--- src/rtl/xsnoop_pkg.sv ---
package xsnoop_pkg;

    typedef enum logic [1:0] {
        ACC_IFETCH = 2'b00,
        ACC_DREAD  = 2'b01,
        ACC_DWRITE = 2'b10,
        ACC_RSVD   = 2'b11
    } acc_kind_e;

    localparam logic SIDE_DATA = 1'b0;
    localparam logic SIDE_INST = 1'b1;

    typedef enum logic [2:0] {
        ST_IDLE = 3'd0,
        ST_LOOK = 3'd1,
        ST_WB   = 3'd2,
        ST_INV  = 3'd3,
        ST_REL  = 3'd4
    } seq_st_e;

    typedef struct packed {
        logic do_wb;
        logic do_inv;
        logic uncached;
        logic flush;
    } snoop_plan_t;

    // Response chosen from the miss kind and the opposite side's lookup.
    function automatic snoop_plan_t plan_for(acc_kind_e k, logic hit, logic dirty);
        snoop_plan_t p;
        p = '0;
        if (hit) begin
            unique case (k)
                ACC_IFETCH: begin
                    p.do_wb  = dirty;
                    p.do_inv = 1'b1;
                end
                ACC_DWRITE: begin
                    p.do_inv = 1'b1;
                    p.flush  = 1'b1;
                end
                default: begin
                    p.uncached = 1'b1;
                end
            endcase
        end
        return p;
    endfunction

    function automatic logic peer_of(acc_kind_e k);
        return (k == ACC_IFETCH) ? SIDE_DATA : SIDE_INST;
    endfunction

endpackage

--- src/rtl/xsnoop_capture.sv ---
module xsnoop_capture #(
    parameter int AW = 32,
    parameter int TW = 6
) (
    input  logic          clk,
    input  logic          rst,
    input  logic          load,
    input  logic [1:0]    kind_i,
    input  logic [AW-1:0] addr_i,
    input  logic [TW-1:0] tag_i,
    output logic [1:0]    kind_o,
    output logic [AW-1:0] addr_o,
    output logic [TW-1:0] tag_o
);

    always_ff @(posedge clk) begin
        if (rst) begin
            kind_o <= '0;
            addr_o <= '0;
            tag_o  <= '0;
        end else if (load) begin
            kind_o <= kind_i;
            addr_o <= addr_i;
            tag_o  <= tag_i;
        end
    end

endmodule

--- src/rtl/xsnoop_seq.sv ---
module xsnoop_seq
    import xsnoop_pkg::*;
(
    input  logic      clk,
    input  logic      rst,
    input  logic      req_valid,
    input  acc_kind_e cur_kind,
    input  logic      lk_done,
    input  logic      lk_hit,
    input  logic      lk_dirty,
    input  logic      wb_ack,
    input  logic      inv_ack,
    output logic      req_ready,
    output logic      load,
    output logic      lk_valid,
    output logic      wb_req,
    output logic      inv_req,
    output logic      go_valid,
    output logic      go_uncached,
    output logic      go_fwd,
    output logic      flush_fire
);

    seq_st_e     st_q;
    snoop_plan_t plan_now;
    logic        unc_q;
    logic        fwd_q;

    assign plan_now = plan_for(cur_kind, lk_hit, lk_dirty);

    always_ff @(posedge clk) begin
        if (rst) begin
            st_q  <= ST_IDLE;
            unc_q <= 1'b0;
            fwd_q <= 1'b0;
        end else begin
            unique case (st_q)
                ST_IDLE: begin
                    if (req_valid) begin
                        st_q  <= ST_LOOK;
                        unc_q <= 1'b0;
                        fwd_q <= 1'b0;
                    end
                end
                ST_LOOK: begin
                    if (lk_done) begin
                        unc_q <= plan_now.uncached;
                        if (plan_now.do_wb)       st_q <= ST_WB;
                        else if (plan_now.do_inv) st_q <= ST_INV;
                        else                      st_q <= ST_REL;
                    end
                end
                ST_WB: begin
                    if (wb_ack) begin
                        fwd_q <= 1'b1;
                        st_q  <= ST_INV;
                    end
                end
                ST_INV: begin
                    if (inv_ack) st_q <= ST_REL;
                end
                ST_REL:  st_q <= ST_IDLE;
                default: st_q <= ST_IDLE;
            endcase
        end
    end

    always_comb begin
        req_ready   = (st_q == ST_IDLE);
        load        = req_ready && req_valid;
        lk_valid    = (st_q == ST_LOOK);
        wb_req      = (st_q == ST_WB);
        inv_req     = (st_q == ST_INV);
        go_valid    = (st_q == ST_REL);
        go_uncached = go_valid && unc_q;
        go_fwd      = go_valid && fwd_q;
        flush_fire  = lk_valid && lk_done && plan_now.flush;
    end

    // once accepted, the controller is busy
    a_r2_busy_after_accept: assert property (@(posedge clk) disable iff (rst)
        req_valid && req_ready |=> !req_ready);

    // handshakes hold until acknowledged
    a_r10_wb_hold: assert property (@(posedge clk) disable iff (rst)
        wb_req && !wb_ack |=> wb_req);
    a_r10_inv_hold: assert property (@(posedge clk) disable iff (rst)
        inv_req && !inv_ack |=> inv_req);

    // an acknowledged writeback is followed by the invalidate
    a_r4_inv_after_wb: assert property (@(posedge clk) disable iff (rst)
        wb_req && wb_ack |=> inv_req && !wb_req);

    // release is a single pulse, then idle
    a_r3_release_pulse: assert property (@(posedge clk) disable iff (rst)
        go_valid |=> !go_valid && req_ready);

    // a non-cacheable release never claims forwarded data
    a_r6_unc_no_fwd: assert property (@(posedge clk) disable iff (rst)
        go_valid |-> !(go_uncached && go_fwd));

endmodule

--- src/rtl/xsnoop_flush.sv ---
module xsnoop_flush #(
    parameter int TW = 6
) (
    input  logic          clk,
    input  logic          rst,
    input  logic          fire,
    input  logic [TW-1:0] tag_i,
    output logic          flush_valid,
    output logic [TW-1:0] flush_tag
);

    always_ff @(posedge clk) begin
        if (rst) begin
            flush_valid <= 1'b0;
            flush_tag   <= '0;
        end else begin
            flush_valid <= fire;
            if (fire) flush_tag <= tag_i;
        end
    end

    // the flush request lasts one cycle
    a_r8_flush_single: assert property (@(posedge clk) disable iff (rst)
        flush_valid |=> !flush_valid);

endmodule

--- src/rtl/xsnoop_ctrl.sv ---
module xsnoop_ctrl
    import xsnoop_pkg::*;
#(
    parameter int AW = 32,
    parameter int TW = 6
) (
    input  logic          clk,
    input  logic          rst,
    input  logic          req_valid,
    output logic          req_ready,
    input  logic [1:0]    req_kind,
    input  logic [AW-1:0] req_addr,
    input  logic [TW-1:0] req_tag,
    output logic          lk_valid,
    output logic          lk_side,
    output logic [AW-1:0] lk_addr,
    input  logic          lk_done,
    input  logic          lk_hit,
    input  logic          lk_dirty,
    output logic          wb_req,
    output logic [AW-1:0] wb_addr,
    input  logic          wb_ack,
    output logic          inv_req,
    output logic          inv_side,
    output logic [AW-1:0] inv_addr,
    input  logic          inv_ack,
    output logic          go_valid,
    output logic [1:0]    go_kind,
    output logic [AW-1:0] go_addr,
    output logic          go_uncached,
    output logic          go_fwd,
    output logic          flush_valid,
    output logic [TW-1:0] flush_tag
);

    logic          load;
    logic          flush_fire;
    logic [1:0]    cap_kind;
    logic [AW-1:0] cap_addr;
    logic [TW-1:0] cap_tag;
    acc_kind_e     cur_kind;

    xsnoop_capture #(.AW(AW), .TW(TW)) u_capture (
        .clk    (clk),
        .rst    (rst),
        .load   (load),
        .kind_i (req_kind),
        .addr_i (req_addr),
        .tag_i  (req_tag),
        .kind_o (cap_kind),
        .addr_o (cap_addr),
        .tag_o  (cap_tag)
    );

    assign cur_kind = acc_kind_e'(cap_kind);

    xsnoop_seq u_seq (
        .clk         (clk),
        .rst         (rst),
        .req_valid   (req_valid),
        .cur_kind    (cur_kind),
        .lk_done     (lk_done),
        .lk_hit      (lk_hit),
        .lk_dirty    (lk_dirty),
        .wb_ack      (wb_ack),
        .inv_ack     (inv_ack),
        .req_ready   (req_ready),
        .load        (load),
        .lk_valid    (lk_valid),
        .wb_req      (wb_req),
        .inv_req     (inv_req),
        .go_valid    (go_valid),
        .go_uncached (go_uncached),
        .go_fwd      (go_fwd),
        .flush_fire  (flush_fire)
    );

    xsnoop_flush #(.TW(TW)) u_flush (
        .clk         (clk),
        .rst         (rst),
        .fire        (flush_fire),
        .tag_i       (cap_tag),
        .flush_valid (flush_valid),
        .flush_tag   (flush_tag)
    );

    assign lk_side  = peer_of(cur_kind);
    assign inv_side = peer_of(cur_kind);
    assign lk_addr  = cap_addr;
    assign wb_addr  = cap_addr;
    assign inv_addr = cap_addr;
    assign go_kind  = cap_kind;
    assign go_addr  = cap_addr;

    // the writeback address is stable while waiting for acknowledge
    a_r10_wb_addr_stable: assert property (@(posedge clk) disable iff (rst)
        wb_req && !wb_ack |=> $stable(wb_addr));

    // the writeback always targets the data side
    a_r9_wb_data_side: assert property (@(posedge clk) disable iff (rst)
        wb_req |-> lk_side == SIDE_DATA);

endmodule

--- config.mk ---
export PLATFORM = sky130hd
export DESIGN_NAME = xsnoop_ctrl
export DESIGN_NICKNAME = d
export VERILOG_FILES = /design/src/rtl/xsnoop_pkg.sv /design/src/rtl/xsnoop_capture.sv /design/src/rtl/xsnoop_seq.sv /design/src/rtl/xsnoop_flush.sv /design/src/rtl/xsnoop_ctrl.sv
export SDC_FILE = /design/constraint.sdc
export NUM_CORES = 1
export LEC_CHECK = 0
export ABC_CLOCK_PERIOD_IN_PS = 2400
export BUFFER_PORTS_ARGS = -buffer_cell sky130_fd_sc_hd__buf_2
export CAP_MARGIN = 10
export CORE_ASPECT_RATIO = 1.25
export CORE_UTILIZATION = 30
export DETAILED_ROUTE_END_ITERATION = 10
export PLACE_DENSITY = 0.73
export SLEW_MARGIN = 10
export SYNTH_ARGS = -nofsm -noshare
export SYNTH_HDL_FRONTEND = slang
export SYNTH_SLANG_ARGS = --single-unit
--- constraint.sdc ---
create_clock -name clk -period 2.4 [get_ports clk]
set_input_delay 0.24 -clock clk [delete_from_list [all_inputs] [get_ports clk]]
set_output_delay 0.24 -clock clk [all_outputs]
set_load 0.01 [all_outputs]
Yosys cells after proc, flatten, opt, wreduce, memory -nomap -nowiden

Cells that the tools add are included.

Reductions and logical operators: 13
Equal/unequal tests: 9
Mux-type cells: 18

Operator list:

| cell               | count |
|---|---|
| $mux 3             | 6 |
| $pmux 3 s4         | 1 |
| $mux 1             | 8 |
| $eq 3x2->1 const B | 2 |
| $ne 2x1->1 const B | 3 |
| $reduce_and 3->1   | 2 |
| $logic_and 1x1->1  | 5 |
| $mux 4             | 1 |
| $pmux 1 s2         | 2 |
| $reduce_and 4->1   | 1 |
| $reduce_bool 2->1  | 2 |
| $eq 3x1->1 const B | 1 |
| $eq 3x3->1 const B | 1 |
| $logic_not 3->1    | 1 |
| $eq 2x2->1 const B | 1 |
| $logic_not 2->1    | 1 |
| $ne 2x2->1 const B | 1 |
| $reduce_or 2->1    | 1 |

Flip-flop bits (word level): 52
Bits of input ports: 48
Output and inout port bits: 146
Logic and storage cells: 48

Longest topological paths before layout

Gate-level depths: netlist of run 1.

Word-level depth: 8
Gate-level depth with buffers: 6
Mapped depth without buffers: 3

By module

A second synthesis of run 1 with hierarchy kept.

Cells, all modules: 293
Area total of the unflattened synthesis: 2839.0 um^2

Modules (own cells, without submodules):

| module         | cells an instance | sequential area each (um^2) | instances | area an instance (um^2) |
|---|---|---|---|---|
| xsnoop_capture | 129               | 800.8                       | 1         | 1457.6 |
| xsnoop_ctrl    | 98                | 0.0                         | 1         | 734.5 |
| xsnoop_seq     | 45                | 100.1                       | 1         | 406.6 |
| xsnoop_flush   | 21                | 140.1                       | 1         | 240.2 |

Worst setup path before layout of run 1

OpenSTA, ideal clock, no wires.

Kind: reg2reg
From: reg u_seq.st_q[1]
To: reg u_seq.fwd_q
Data required time: 2272 ps
Period minus slack after synthesis: 1462 ps
Path slack: 938 ps
Buffers on the path: 3
Stages on the path, launching flop included: 7
Setup time: 128 ps
Arrival: 1334 ps
Cells stage by stage: dfxtp_1 -> buf_6 -> or4b_1 -> buf_2 -> buf_6 -> a22oi_2 -> nor2_1

Longest elaborated chain between the ends: 3
Elaborated cells on any way between the ends: 7
Classes of those cells: eq/ne: 3; mux: 1; reduce/logical: 3

Ends and longest elaborated chain:

| what                                                      | line             | source |
|---|---|---|
| from (decl)                                               | xsnoop_seq.sv:24 | `seq_st_e st_q;` |
| from (signal assigned)                                    | xsnoop_seq.sv:33 | `st_q <= ST_IDLE;` |
| from (signal assigned)                                    | xsnoop_seq.sv:40 | `st_q <= ST_LOOK;` |
| from (signal assigned)                                    | xsnoop_seq.sv:48 | `if (plan_now.do_wb) st_q <= ST_WB;` |
| $eq 3x2->1 or $logic_not 3->1 (tied branches)             | xsnoop_seq.sv:37 | `unique case (st_q)` |
| $ne 2x1->1 (no source line), or another cell as far along | -                |  |
| $reduce_and 3->1 (no source line)                         | -                |  |
| to (signal assigned)                                      | xsnoop_seq.sv:35 | `fwd_q <= 1'b0;` |
| to (signal assigned)                                      | xsnoop_seq.sv:42 | `fwd_q <= 1'b0;` |
| to (signal assigned)                                      | xsnoop_seq.sv:55 | `fwd_q <= 1'b1;` |
| to (decl)                                                 | xsnoop_seq.sv:27 | `logic fwd_q;` |

Several ways; a longest one is shown, not always the timed one.
A chain may end at the register's enable or synchronous reset.

Worst setup path after layout of run 1

From: reg u_seq.st_q[1]
To: out wb_req

Longest elaborated chain between the ends: 1

Ends and longest elaborated chain:

| what       | line              | source |
|---|---|---|
| $eq 3x2->1 | xsnoop_seq.sv:72  | `wb_req = (st_q == ST_WB);` |
| to (decl)  | xsnoop_ctrl.sv:20 | `output logic wb_req,` |

No other way between the ends.

==> results.py, run 1 <==
metrics = {
    "clock_tree": {
        "clockBufferDepth": 2,
        "cts.sinks": 52,
        "cts_hold_buf": 0,
        "post_cts_resized": 0,
        "htreeDepth": 2,
        "cts-root-buf": "clkbuf_8",
        "clkTransAtPathRegs_ns": 0.09,
        "cts_tree": "done",
        "numCtsBuffers": 5,
        "insertion_delay_ns": 0.31,
        "postCtsSetupBuffers": 0,
    },
    "timing": {
        "tightest_slew_ns": 0.731,
        "fmax_mhz": 526,
        "period_minus_slack_ns": 1.90,
        "maxSlewViolCount": 0,
        "rsz0062_at_grt": "false",
        "slew_headroom_pct": 51.2,
        "clock_skew_ns": 0.0113,
        "finalCritPeriodShare_pct": 79.2,
        "finalSetupTns_ns": 0,
        "finalSetupViolations": 0,
        "holdWs_ns": 0.156,
        "finalHoldViolations": 0,
    },
    "synth": {
        "synth-simple-area-share_pct": 18.8,
        "synth_mux_area_share_pct": 3.28,
        "yosysUniqueCellTypes": 31,
        "synth_compound_area_share_pct": 9.97,
        "synth_top_family_by_area": "buffers and inverters",
        "synthesis.instances": 343,
        "syn_area_per_cell_um2": 8.12,
        "synth_area_um2": 2790,
        "syn_nets": 391,
        "yosysWarnings": 0,
        "ys_ff_latch": 52,
        "synth_seq_area_share_pct": 37.4,
        "synth_xor_area_share_pct": 0,
        "synthAdderAreaFrac_pct": 0,
    },
    "die": {
        "fp-row-count": 38,
        "die_h_um": 110,
        "core_um2": 8840,
        "start_util_pct": 31.5,
        "pin_count": 194,
        "die_w_um": 88.2,
        "die_area_um2": 9680,
    },
    "critical_path": {
        "cp.arrival_ns": 1.66,
        "cp_max_fo": 9,
        "crit_type": "register to output port",
        "path_cells": "nor3b_1 -> buf_2",
        "slowest_delay_ns": 0.57,
        "required_ns": 2.16,
        "endpoint_kind": "output port",
        "slowest_stage": "dfxtp_1",
        "startpoint_type": "register",
    },
    "drt": {
        "avgViaCountPerCell": 4.21,
        "wl_per_cell_um": 11.4,
        "drtIter0Drc": 88,
        "vias": 2327,
        "drt-pass1-iter-count": 4,
        "postRouteWirelength_um": 6300,
        "drc": 0,
        "ant_nets": 0,
    },
    "cells_and_area": {
        "final_cell_count_no_fill": 553,
        "seqCellArea_um2": 1040,
        "finalNetCount": 480,
        "antenna_cells": 0,
        "fill_cells": 937,
        "drive_above_1_share_pct": 48.3,
        "design_area_um2": 3200,
        "final_cell_mix": "buf_2 (193), nand2_1 (81), dfxtp_1 (52)",
        "multi_input_area_um2": 901,
        "layout_commonest_cell": "buf_2",
        "area_growth_pct": 14.7,
    },
    "global_routing": {
        "grt_use_met2_pct": 21.8,
        "use_met1_pct": 13.1,
        "gr-usage-met3_pct": 3.60,
        "grt-busiest-layer": "met2",
        "antenna_found_initial": 0,
        "grt_pass1_vias": 1948,
        "grt_max_degree": 46,
        "grt_first_pass_wirelength_um": 9040,
        "grt-ovfl-total": 0,
        "grt_use_total_pct": 12.2,
    },
    "power_and_ir_drop": {
        "ir_drop_v": 0.000243,
        "p_leak_uw": 0.00173,
        "p_per_area_nw_per_um2": 634,
        "power_uw": 2030,
    },
    "placed_design": {
        "placement.io_buffers": 193,
        "globalplace.congestion": 0.827,
        "placed_cells": 545,
        "place_area_um2": 3100,
        "dp.final_hpwl_um": 4730,
    },
    "worst_hold_path": {
        "hp-class": "primary input to register",
    },
    "flow_run": {
        "cap_violations": 0,
    },
    "status": {
        "status": "finished clean",
    },
}
-- cell families (layout without fill, tap and decap cells) --
logic type             count (synthesis)  count (layout)
AOI/OAI and AO/OA                     50              50
muxes                                  9               9
buffers and inverters                118             208
DFF                                   52              52
and+or+nand+nor                      114             114
-- synth_stat cells --
cell / number / share of area, %
a21oi_1: 41 / 7.4
nor3_1: 2 / 0.36
or2_2: 1 / 0.22
or4b_1: 1 / 0.36
and2_1: 3 / 0.67
nor3b_2: 1 / 0.45
nor2b_1: 2 / 0.45
mux2_1: 1 / 0.40
mux2i_1: 8 / 2.9
a211oi_1: 1 / 0.27
nand4_1: 1 / 0.22
dfxtp_1: 52 / 37
o31ai_1: 1 / 0.27
a21o_1: 2 / 0.54
buf_4: 97 / 26
nor4b_2: 1 / 0.54
and4_1: 1 / 0.31
nor2_1: 3 / 0.40
buf_2: 7 / 1.3
a22oi_2: 1 / 0.45
nor3b_1: 1 / 0.27
a2111oi_0: 1 / 0.31
and3_1: 2 / 0.45
or3_1: 1 / 0.22
a31oi_1: 2 / 0.45
inv_1: 2 / 0.27
clkbuf_1: 7 / 0.94
o2bb2ai_1: 1 / 0.31
buf_6: 5 / 2.0
nand2_1: 81 / 11
nand2b_1: 13 / 2.9
-- per-layer routing --
metal  routed length [um]  vias to the layer above
li1                     -                     1175
met1                 2480                     1028
met2                 3200                      110
met3                  439                       14
met4                  178                        0
met5                    0                        -
-- area by class of cell --
cell class	instances	area share, %
Inverter	2	0.235
Clock buffer	7	2.70
Tap cell	120	4.70
Sequential cell	52	32.6
Multi-Input combinational cell	173	28.2
Clock inverter	1	0.235
Timing Repair Buffer	198	31.4
-- sequential cells by signal (all words and copies together), names as in the netlist --
name / flops
u_capture.addr_o: 32
u_flush.flush_valid: 1
u_capture.kind_o: 2
u_flush.flush_tag: 6
u_capture.tag_o: 6
u_seq.fwd_q: 1
u_seq.st_q: 3
u_seq.unc_q: 1
-- report_power, final --
part	switching [uW]	internal, uW
Combinational	296	222
Sequential	65.0	922
Clock	286	235
Total	647	1380
-- critical path, delay by kind of cell, from the launching register on --
family	cells	cell delay, ns
buffers and inverters	1	0.24
flip-flops	1	0.57
AND/OR/NAND/NOR	1	0.55
-- metrics by stage --
step                      worst slack (ns)  util, %
after global placement               0.814     35.1
after global routing                 0.455     36.1
final                                0.498     36.1
after floorplan                      0.938        -
after detailed placement             0.756     35.1
after CTS                            0.519     36.1
-- worst paths after layout --
| kind | cells after the start | to | slack (ns) | start |
|---|---|---|---|---|
| hold reg to reg | 2 | u_capture.tag_o[0] | 0.46 | u_capture.tag_o[0] |
| setup / recovery | 2 | wb_req | 0.50 | u_seq.st_q[1] |
| setup reg to reg | 3 | u_flush.flush_tag[2] | 0.73 | u_seq.st_q[0] |
| hold / removal | 3 | u_capture.tag_o[3] | 0.16 | req_tag[3] |
No activity file was read; power rests on OpenSTA's default activity.
==> run 2, diff against run 1 <==
Settings changed: ABC_CLOCK_PERIOD_IN_PS 2400 to 1840.
Clock period 2.4 ns to 1.84 ns, I/O delays scaled along.
==> results.py, run 2 (synthesis gave the netlist of run 1 again) <==
metrics = {
    "critical_path": {
        "path_cells": "buf_4 -> nor3b_1 -> buf_2",
        "cp.arrival_ns": 1.54,
        "startpoint_type": "register",
        "slowest_delay_ns": 0.48,
        "critPathTopFamily": "simple AND/OR/NAND/NOR gates",
        "required_ns": 1.66,
        "endpoint_kind": "output port",
        "slowest_stage": "nor3b_1",
        "crit_buf_inv": 2,
        "cp_max_fo": 7,
        "crit_type": "register to output port",
    },
    "drt": {
        "route.met2.wl_um": 3150,
        "ant_nets": 0,
        "drc": 0,
        "vias": 2355,
        "drt-pass1-iter-count": 4,
        "drtIter0Drc": 73,
        "top_layer": "met4",
        "wl_per_cell_um": 10.9,
        "wl_met1_um": 2380,
        "postRouteWirelength_um": 6060,
        "avgViaCountPerCell": 4.22,
        "wl_met3_um": 461,
    },
    "die": {
        "die_h_um": 110,
        "die_area_um2": 9680,
        "pin_count": 194,
        "fp-row-count": 38,
        "die_w_um": 88.2,
        "start_util_pct": 31.5,
        "core_um2": 8840,
    },
    "global_routing": {
        "antenna_found_initial": 0,
        "grt_use_total_pct": 11.6,
        "grt-ovfl-total": 0,
        "grt_max_degree": 25,
        "grt_pass1_vias": 1883,
        "grt_first_pass_wirelength_um": 8800,
    },
    "power_and_ir_drop": {
        "power_frac_seq_pct": 46.0,
        "swShare_pct": 30.1,
        "p_int_uw": 1940,
        "p_leak_uw": 0.00177,
        "switchingPower_uw": 839,
        "p_per_area_nw_per_um2": 853,
        "power_uw": 2780,
        "comb_power_share_pct": 24.5,
        "power.share.clock_pct": 29.5,
        "ir_drop_v": 0.000340,
    },
    "clock_tree": {
        "postCtsSetupBuffers": 0,
        "numCtsBuffers": 5,
        "cts_tree": "done",
        "htreeDepth": 2,
        "insertion_delay_ns": 0.30,
        "clkTransAtPathRegs_ns": 0.10,
        "cts-root-buf": "clkbuf_8",
        "cts.sinks": 52,
        "clockBufferDepth": 2,
    },
    "cells_and_area": {
        "final_cell_mix": "buf_2 (193), nand2_1 (81), dfxtp_1 (51)",
        "largestRegisters": "u_capture.addr_o: 32 flops, u_capture.tag_o: 6 flops, u_flush.flush_tag: 6 flops",
        "design_area_um2": 3260,
        "final_util_pct": 36.9,
        "area_growth_pct": 17.1,
        "finalNetCount": 485,
        "largest_register_ff_count": 32,
        "regMostFlops": "u_capture.addr_o",
        "layout_commonest_cell": "buf_2",
        "drive_above_1_share_pct": 49.3,
        "antenna_cells": 0,
    },
    "flow_run": {
        "cap_violations": 0,
    },
    "placed_design": {
        "placement.io_buffers": 193,
        "dp.final_hpwl_um": 4780,
        "place_area_um2": 3140,
        "globalplace.congestion": 0.879,
    },
    "timing": {
        "finalSetupViolations": 0,
        "period_minus_slack_ns": 1.72,
        "maxSlewViolCount": 0,
        "rsz0062_at_grt": "false",
        "clock_skew_ns": 0.00917,
        "finalHoldViolations": 0,
        "slew_headroom_pct": 64.0,
        "finalSetupTns_ns": 0,
        "finalCritPeriodShare_pct": 93.6,
        "fmax_mhz": 581,
        "holdWs_ns": 0.105,
        "tightest_slew_ns": 0.538,
    },
    "status": {
        "status": "finished clean",
    },
    "worst_hold_path": {
        "hp-class": "primary input to register",
    },
}
[run 2: changes by cell type in the layout (fill, tap and decap cells not counted)]
cell / before / now
clkbuf_1: 1 / 0
bufinv_16: 0 / 1
buf_4: 5 / 10
dfxtp_1: 52 / 51
clkinvlp_4: 1 / 0
dfxtp_2: 0 / 1
clkinv_4: 0 / 1
[run 2: per-stage QoR]
step	setup slack (ns)	std cells
final	0.118	558
after global routing	0.0498	558
after CTS	0.0973	558
after detailed placement	0.317	550
after global placement	0.345	550
after floorplan	0.378	343
[run 2: what timing repair did]
| item | in CTS | in global routing |
|---|---|---|
| hold buffers | 0 | 0 |
| gates resized for setup | 0 | 1 |
| endpoints found under the setup margin | 0 | 2 |
[run 2: layer usage]
metal  vias to the layer above  GRT usage [%]
li1                       1188              -
met1                      1044           12.7
met2                       113           21.3
met3                        10           3.08
met4                         0           3.80
met5                         -              0
[run 2: worst paths after layout]
check,startpoint,end,slack (ns),cells past startpoint
worst min-delay path,req_tag[0],u_capture.tag_o[0],0.11,3
worst min register to register,u_capture.tag_o[2],u_capture.tag_o[2],0.46,2
worst max-delay path,u_seq.st_q[1],wb_req,0.12,3
worst max register to register,u_seq.st_q[2],u_flush.flush_tag[4],0.43,5
[run 2: power by group through the flow]
stage                     sequential [uW]  clock (uW)  combinational, uW
after floorplan                      1320           0                579
after global placement               1300           0                689
after detailed placement             1310           0                693
after CTS                            1280         864                694
after global routing                 1300         898                768
final                                1280         822                682
[run 2: worst min-delay path: stages]
cell and delay, ns:
buf_2 0.09, nand2_1 0.04, a21oi_1 0.05
[run 2: layout make-up]
type | count | area (um^2)
Clock buffer | 6 | 82.6
Clock inverter | 2 | 38.8
Fill cell | 950 | 5580
Inverter | 2 | 7.51
Multi-Input combinational cell | 173 | 901
Sequential cell | 52 | 1040
Tap cell | 120 | 150
Timing Repair Buffer | 203 | 1040
